<file path="config.mk">
export PLATFORM = sky130hd
export DESIGN_NAME = scanline_tracker
export DESIGN_NICKNAME = d
export VERILOG_FILES = /design/src/rtl/sl_pkg.sv /design/src/rtl/sl_line_counter.sv /design/src/rtl/sl_scroll_addr.sv /design/src/rtl/sl_line_match.sv /design/src/rtl/scanline_tracker.sv
export SDC_FILE = /design/constraint.sdc
export NUM_CORES = 1
export LEC_CHECK = 0
export CAP_MARGIN = 30
export CORE_UTILIZATION = 48
export CTS_CLUSTER_SIZE = 14
export DETAILED_ROUTE_END_ITERATION = 16
export GPL_TIMING_DRIVEN = 0
export PLACE_DENSITY_LB_ADDON = 0.2
export SETUP_SLACK_MARGIN = 0.15
export SYNTH_ARGS = -nofsm -noshare
export SYNTH_HDL_FRONTEND = slang
export SYNTH_SLANG_ARGS = --single-unit
</file>
<file path="constraint.sdc">
create_clock -name clk -period 3.61 [get_ports clk]
set_clock_uncertainty 0.15 [all_clocks]
set_input_delay 0.9025 -clock clk [delete_from_list [all_inputs] [get_ports clk]]
set_output_delay 0.9025 -clock clk [all_outputs]
set_load 0.02 [all_outputs]
</file>
<file path="src/rtl/sl_pkg.sv">
package sl_pkg;

    localparam int unsigned LINE_W  = 8;
    localparam int unsigned SHORT_H = 192;
    localparam int unsigned TALL_H  = 212;
    localparam int unsigned CNT_W   = $clog2(TALL_H + 1);

    typedef logic [CNT_W-1:0]  disp_cnt_t;
    typedef logic [LINE_W-1:0] vline_t;

    // Line-start event computed by the counter and consumed by the others
    typedef struct packed {
        logic      start;   // a line begins this cycle
        logic      vis;     // that line is inside the visible height
        disp_cnt_t line;    // displayed line number that begins
    } line_evt_t;

    function automatic disp_cnt_t vis_height(input logic tall);
        return tall ? disp_cnt_t'(TALL_H) : disp_cnt_t'(SHORT_H);
    endfunction

    function automatic vline_t scroll_add(input disp_cnt_t ln, input vline_t off);
        return vline_t'(ln) + off;
    endfunction

endpackage

</file>
<file path="src/rtl/sl_line_counter.sv">
module sl_line_counter
    import sl_pkg::*;
(
    input  logic      clk,
    input  logic      rst,
    input  logic      frame_start,
    input  logic      line_start,
    input  logic      tall_mode,
    output line_evt_t evt,
    output logic      active
);

    disp_cnt_t cnt_q;
    logic      act_q;
    disp_cnt_t height;

    always_comb begin
        height    = vis_height(tall_mode);
        // frame strobe wins over line strobe
        evt.start = frame_start | (line_start & act_q);
        evt.line  = frame_start ? '0 : cnt_q + disp_cnt_t'(1);
        evt.vis   = evt.line < height;
    end

    always_ff @(posedge clk) begin
        if (rst) begin
            cnt_q <= '0;
            act_q <= 1'b0;
        end else if (evt.start) begin
            if (evt.vis) begin
                cnt_q <= evt.line;
                act_q <= 1'b1;
            end else begin
                act_q <= 1'b0;
            end
        end
    end

    assign active = act_q;

    a_r2_frame_restart: assert property (@(posedge clk) disable iff (rst)
        frame_start |=> (cnt_q == '0) && act_q);

    a_r6_idle_hold: assert property (@(posedge clk) disable iff (rst)
        (!act_q && !frame_start) |=> $stable(cnt_q) && !act_q);

    a_r5_count_bound: assert property (@(posedge clk) disable iff (rst)
        cnt_q < disp_cnt_t'(TALL_H));

endmodule

</file>
<file path="src/rtl/sl_scroll_addr.sv">
module sl_scroll_addr
    import sl_pkg::*;
(
    input  logic      clk,
    input  logic      rst,
    input  line_evt_t evt,
    input  vline_t    scroll_off,
    output vline_t    fetch_line
);

    vline_t addr_q;

    always_ff @(posedge clk) begin
        if (rst)
            addr_q <= '0;
        else if (evt.start && evt.vis)
            addr_q <= scroll_add(evt.line, scroll_off);
    end

    assign fetch_line = addr_q;

    a_r4_hold_between_lines: assert property (@(posedge clk) disable iff (rst)
        !(evt.start && evt.vis) |=> $stable(addr_q));

endmodule

</file>
<file path="src/rtl/sl_line_match.sv">
module sl_line_match
    import sl_pkg::*;
(
    input  logic      clk,
    input  logic      rst,
    input  line_evt_t evt,
    input  vline_t    irq_line,
    input  logic      stat_rd,
    output logic      hit
);

    logic hit_q;
    logic match;

    always_comb
        match = evt.start && evt.vis && (evt.line == disp_cnt_t'(irq_line));

    always_ff @(posedge clk) begin
        if (rst)
            hit_q <= 1'b0;
        else if (match)
            hit_q <= 1'b1;
        else if (stat_rd)
            hit_q <= 1'b0;
    end

    assign hit = hit_q;

    a_r9_read_clears: assert property (@(posedge clk) disable iff (rst)
        (stat_rd && !match) |=> !hit_q);

    a_r7_set_needs_line: assert property (@(posedge clk) disable iff (rst)
        $rose(hit_q) |-> $past(evt.start && evt.vis));

    a_r11_below_height: assert property (@(posedge clk) disable iff (rst)
        match |-> (evt.line < disp_cnt_t'(TALL_H)));

endmodule

</file>
<file path="src/rtl/scanline_tracker.sv">
module scanline_tracker
    import sl_pkg::*;
(
    input  logic        clk,
    input  logic        rst,
    input  logic        frame_start,
    input  logic        line_start,
    input  logic [7:0]  scroll_off,
    input  logic [7:0]  irq_line,
    input  logic        irq_en,
    input  logic        tall_mode,
    input  logic        stat_rd,
    output logic [7:0]  fetch_line,
    output logic        disp_active,
    output logic        line_irq,
    output logic        line_hit
);

    line_evt_t evt;

    sl_line_counter u_cnt (
        .clk         (clk),
        .rst         (rst),
        .frame_start (frame_start),
        .line_start  (line_start),
        .tall_mode   (tall_mode),
        .evt         (evt),
        .active      (disp_active)
    );

    sl_scroll_addr u_addr (
        .clk        (clk),
        .rst        (rst),
        .evt        (evt),
        .scroll_off (scroll_off),
        .fetch_line (fetch_line)
    );

    sl_line_match u_match (
        .clk      (clk),
        .rst      (rst),
        .evt      (evt),
        .irq_line (irq_line),
        .stat_rd  (stat_rd),
        .hit      (line_hit)
    );

    assign line_irq = line_hit & irq_en;

    a_r8_irq_needs_hit: assert property (@(posedge clk) disable iff (rst)
        line_irq |-> line_hit);

    a_r6_ignored_line: assert property (@(posedge clk) disable iff (rst)
        (!disp_active && !frame_start) |=> $stable(fetch_line) && !disp_active);

endmodule

</file>
Yosys cells after proc, flatten, opt, wreduce, memory -nomap -nowiden
Index checks and enable logic that the tools add are counted.

Memories kept: 0. Memory bits (writable): 0. Flip-flop bits (word level): 18. Bits in read-only memories: 0. Output and inout port bits: 11. Latch bits: 0. Logic and storage cells: 20.

Bitwise gates (word level): 3. Equal/unequal tests: 1. Magnitude comparators: 1. $mul: 0. Add/sub/neg operators: 2. Shift-type cells: 0. Multiplexer cells: 5. Reductions and logical operators: 4. Div/mod/pow operators: 0.

Operator list (count): $add A8 B1 Y8 const B (1); $add A8 B8 Y8 (1); $eq A8 B8 Y1 (1); $lt A8 B8 Y1 (1); $mux W8 (1); $mux W5 (1); $mux W1 (3); $and A1 B1 Y1 (2); $logic_and A1 B1 Y1 (2); $reduce_and A2 Y1 (1); $reduce_bool A2 Y1 (1); $or A1 B1 Y1 (1).

Logic depth before layout (Yosys ltp)
Word-level depth: 6. Mapped depth: 11.

Modules after synthesis
A second synthesis with hierarchy kept.

Cells, all modules: 171. Area, all modules: 1471.4 sq um.

Modules (own cells, without submodules): sl_line_counter (seq. area each 180.2 sq um, instances 1, cells each 83, area an instance 732.0 sq um); sl_scroll_addr (seq. area each 160.2 sq um, instances 1, cells each 72, area an instance 603.1 sq um); sl_line_match (seq. area each 20.0 sq um, instances 1, cells each 15, area an instance 130.1 sq um); scanline_tracker (seq. area each 0.0 sq um, instances 1, cells each 1, area an instance 6.3 sq um).

Worst setup path after synthesis
Ideal clock, no wire load.

Path type: input port to flip-flop. Start: input port frame_start. End: register u_addr.addr_q[6] (netlist: u_addr.fetch_line[6]). Arrival time: 2.745 ns. Buffers on the path: 1. Library setup time: 0.132 ns. Slack: 0.583 ns. Stages on the path: 11. Cells stage by stage: clkbuf_1 nor2_1 ha_1 inv_1 fa_1 nand2b_1 a21boi_0 o21ai_0 mux2_2 o21ai_0 a21oi_1.

RTL lines: from (decl) (line scanline_tracker.sv:6) `input logic frame_start,`; to (signal assigned) (line sl_scroll_addr.sv:17) `addr_q <= scroll_add(evt.line, scroll_off);`; to (decl) (line sl_scroll_addr.sv:11) `vline_t addr_q;`.

Final worst setup path
Start: input port irq_en. End: output port line_irq.

Word-level cells in the longest chain between the ends: 1.

Ends and longest elaborated chain: from (decl) (line scanline_tracker.sv:10) `input logic irq_en,`; $and A1 B1 Y1 (line scanline_tracker.sv:48) `assign line_irq = line_hit & irq_en;`; to (decl) (line scanline_tracker.sv:15) `output logic line_irq,`.

Every way passes these cells.

==> results.cfg <==
[status]
status = complete, no violations

[final_layout]
final_cell_mix = 31 x clkdlybuf4s50_1, 23 x nor2_1, 18 x dfxtp_1
fin_util_pct = 67.3
nNetsFinal = 222
final_common_cell = clkdlybuf4s50_1
drive_gt1_share_pct = 6.95
num_antenna_cells = 0
final_cell_area_mm2 = 0.00168
area_delta_synth_final_pct = 31.0
fill_cells = 223

[synth]
yosys.area_share.adder_pct = 10.3
synth-simple-area-share_pct = 20.2
synth_area_mm2 = 0.00128
avgSynthCellArea_um2 = 8.45
muxShareOfSynthArea_pct = 12.2
yosysUniqueCellTypes = 36
synth_top_family_by_area = simple AND/OR/NAND/NOR gates
synth_xor_area_share_pct = 10.2
yosysWarnings = 0
syn-num-nets = 185
postSynthCellCount = 152
yosysSeqAreaShare_pct = 28.0
ys_ff_latch = 18
synth_compound_area_share_pct = 14.6

[sta]
drv_slew = 0
rsz0062_at_grt = no
relSlewSlack_pct = 62.5
fmax_mhz = 322
period_share_pct = 86.1
worst_pin_slew_ns = 0.563
hold_viol = 0
finalSetupViolCount = 0
final.min_clock_period_ns = 3.11

[drt]
ant_nets = 0
drtIter0Drc = 11
first_pass_iters = 4
route.detailed.drc = 0
vias = 1175
wire_per_inst_um = 13.6
totalWireLength_mm = 2.95
via_per_inst = 5.41

[setup_path]
critPathMostFrequentCell = clkdlybuf4s50_1
max_stage_delay_ns = 0.59
cpMaxStageDelayCell = clkdlybuf4s50_1
timing.critical_path.arrival_ns = 2.06
critPathBufInv = 2
required_ns = 2.56
startpoint_type = primary input
path_class = primary input to output pin
cpLargestDelayFamily = buffers and inverters
reg2regPathDepth = 10
crit_cells = 3
path_cells = clkdlybuf4s50_1, and2_1, clkdlybuf4s50_1
end_kind = output pin
critPathMaxFanout = 1

[clock_tree]
htreeDepth = 1
worstSkewPairLatency_ns = 0.29
cts_buffer_depth = 2
cts_sinks = 18
clk_pin_slew_ns = 0.10
cts_buffers = 3
root_buffer = clkbuf_4
cts_tree = built

[global_route]
antenna_found_initial = 0
overflow = 0
grtUsageTotal_pct = 23.6
grt_pass1_vias = 1129
grt_max_degree = 11
grt_pass1_wl_mm = 4.77

[floorplanning]
die-area_mm2 = 0.00289
die_y_um = 53.7
initial_utilization_pct = 51.4
fp.dieW_um = 53.7
rows = 18
coreArea_mm2 = 0.00250
ios = 34

[power]
peakVddDrop_mv = 0.282
seq_power_share_pct = 47.8
switchingPower_uw = 134
switching_share_pct = 29.3
p_total_uw = 457
p_clk_share_pct = 22.0
p_comb_share_pct = 30.2
p_int_uw = 323
power_density_mw_per_mm2 = 272
power.leakage_nw = 0.733

[placed_design]
gp_congestion = 0.893
port_buffers = 32
dp_hpwl_mm = 2.27
place_area_mm2 = 0.00164

[min_path]
holdPathStages = 2
worst_hold_path_type = flop to flop

[flow_run]
drv_cap = 0
[sequential cells by signal (all words and copies together), names as in the netlist]
name	cells
u_cnt.cnt_q	8
u_addr.fetch_line	8
u_cnt.active	1
u_match.hit	1
[Yosys cell counts, drive strengths merged]
cell | number | area, um^2
mux2 | 2 | 26.3
mux2i | 13 | 130
a21boi | 1 | 7.51
nor3 | 2 | 10.0
o31a | 1 | 8.76
o21ai | 9 | 45.0
nor3b | 2 | 15.0
a2111oi | 1 | 8.76
dfxtp | 18 | 360
nand2 | 4 | 15.0
buf | 3 | 20.0
nand4 | 1 | 6.26
or4 | 3 | 22.5
o21a | 1 | 7.51
nor2 | 24 | 90.1
or3 | 1 | 6.26
o32ai | 1 | 16.3
clkbuf | 2 | 7.51
fa | 1 | 20.0
a21oi | 8 | 40.0
nand2b | 4 | 25.0
nand3 | 5 | 25.0
inv | 8 | 30.0
xor2 | 5 | 43.8
and2 | 2 | 12.5
a22oi | 1 | 7.51
a211oi | 3 | 22.5
ha | 9 | 113
nor2b | 5 | 31.3
o41ai | 1 | 16.3
a21o | 1 | 7.51
xnor2 | 10 | 87.6
[path summary, 6_finish.rpt]
path,start,end,slack (ns)
setup reg to reg,u_cnt.cnt_q[0],u_cnt.cnt_q[3],0.74
setup / recovery,irq_en,line_irq,0.50
hold reg to reg,u_addr.fetch_line[6],u_addr.fetch_line[6],0.33
hold / removal,u_addr.fetch_line[6],u_addr.fetch_line[6],0.33
[layer usage]
metal,vias to the layer above,part of all wire (%),track usage (%)
met2,31,48,42.2
li1,600,-,-
met1,540,45,27.6
met5,-,0,0
met3,4,5.4,5.65
met4,0,1.2,7.02
[power by group through the flow]
stage | clock (mW) | combinational [mW] | sequential, mW
global placement | 0 | 0.134 | 0.223
finish | 0.100 | 0.138 | 0.219
global route | 0.111 | 0.152 | 0.221
CTS | 0.105 | 0.138 | 0.219
floorplan | 0 | 0.0659 | 0.235
detailed placement | 0 | 0.137 | 0.223
[worst register-to-register path: stages, from the launching register on]
cell,delay [ns]
dfxtp_1,0.44
ha_1,0.22
nand3_1,0.13
xor2_1,0.17
nor2_1,0.28
ha_1,0.30
o31a_1,0.12
o32ai_2,0.33
buf_2,0.31
mux2i_1,0.24
nor2_1,0.05
[kinds of logic after synthesis]
group / Yosys count
AO/OA/AOI/OAI: 28
XOR/XNOR: 15
adder cells (fa/ha/maj): 10
buffers and inverters: 13
flip-flops: 18
multiplexers: 15
AND/OR/NAND/NOR: 53
[layout make-up]
type	instances	area [um^2]	area share, %
inverter	8	30.0	1.78
multi-input combinational	121	875	52.0
buffer	5	35.0	2.08
sequential	18	360	21.4
clock buffer	3	22.5	1.34
timing repair buffer	32	323	19.2
tap	30	37.5	2.23
[stage by stage]
step                      TNS (ns)  instances  hold slack (ns)  setup slack, ns
after detailed placement    -0.652        214            0.318           -0.289
after floorplan                  0        152            0.331            0.583
after global placement      -0.418        214            0.310           -0.218
after CTS                        0        217            0.334            0.152
final                            0        217            0.332            0.502
after global routing             0        217            0.360            0.425
[timing repair]
item	in CTS	in global routing
pin swaps	0	1
buffers inserted	0	0
hold buffers	0	0
resized for setup	3	6
setup endpoints to repair	2	2
No activity file was read; power rests on OpenSTA's default activity.
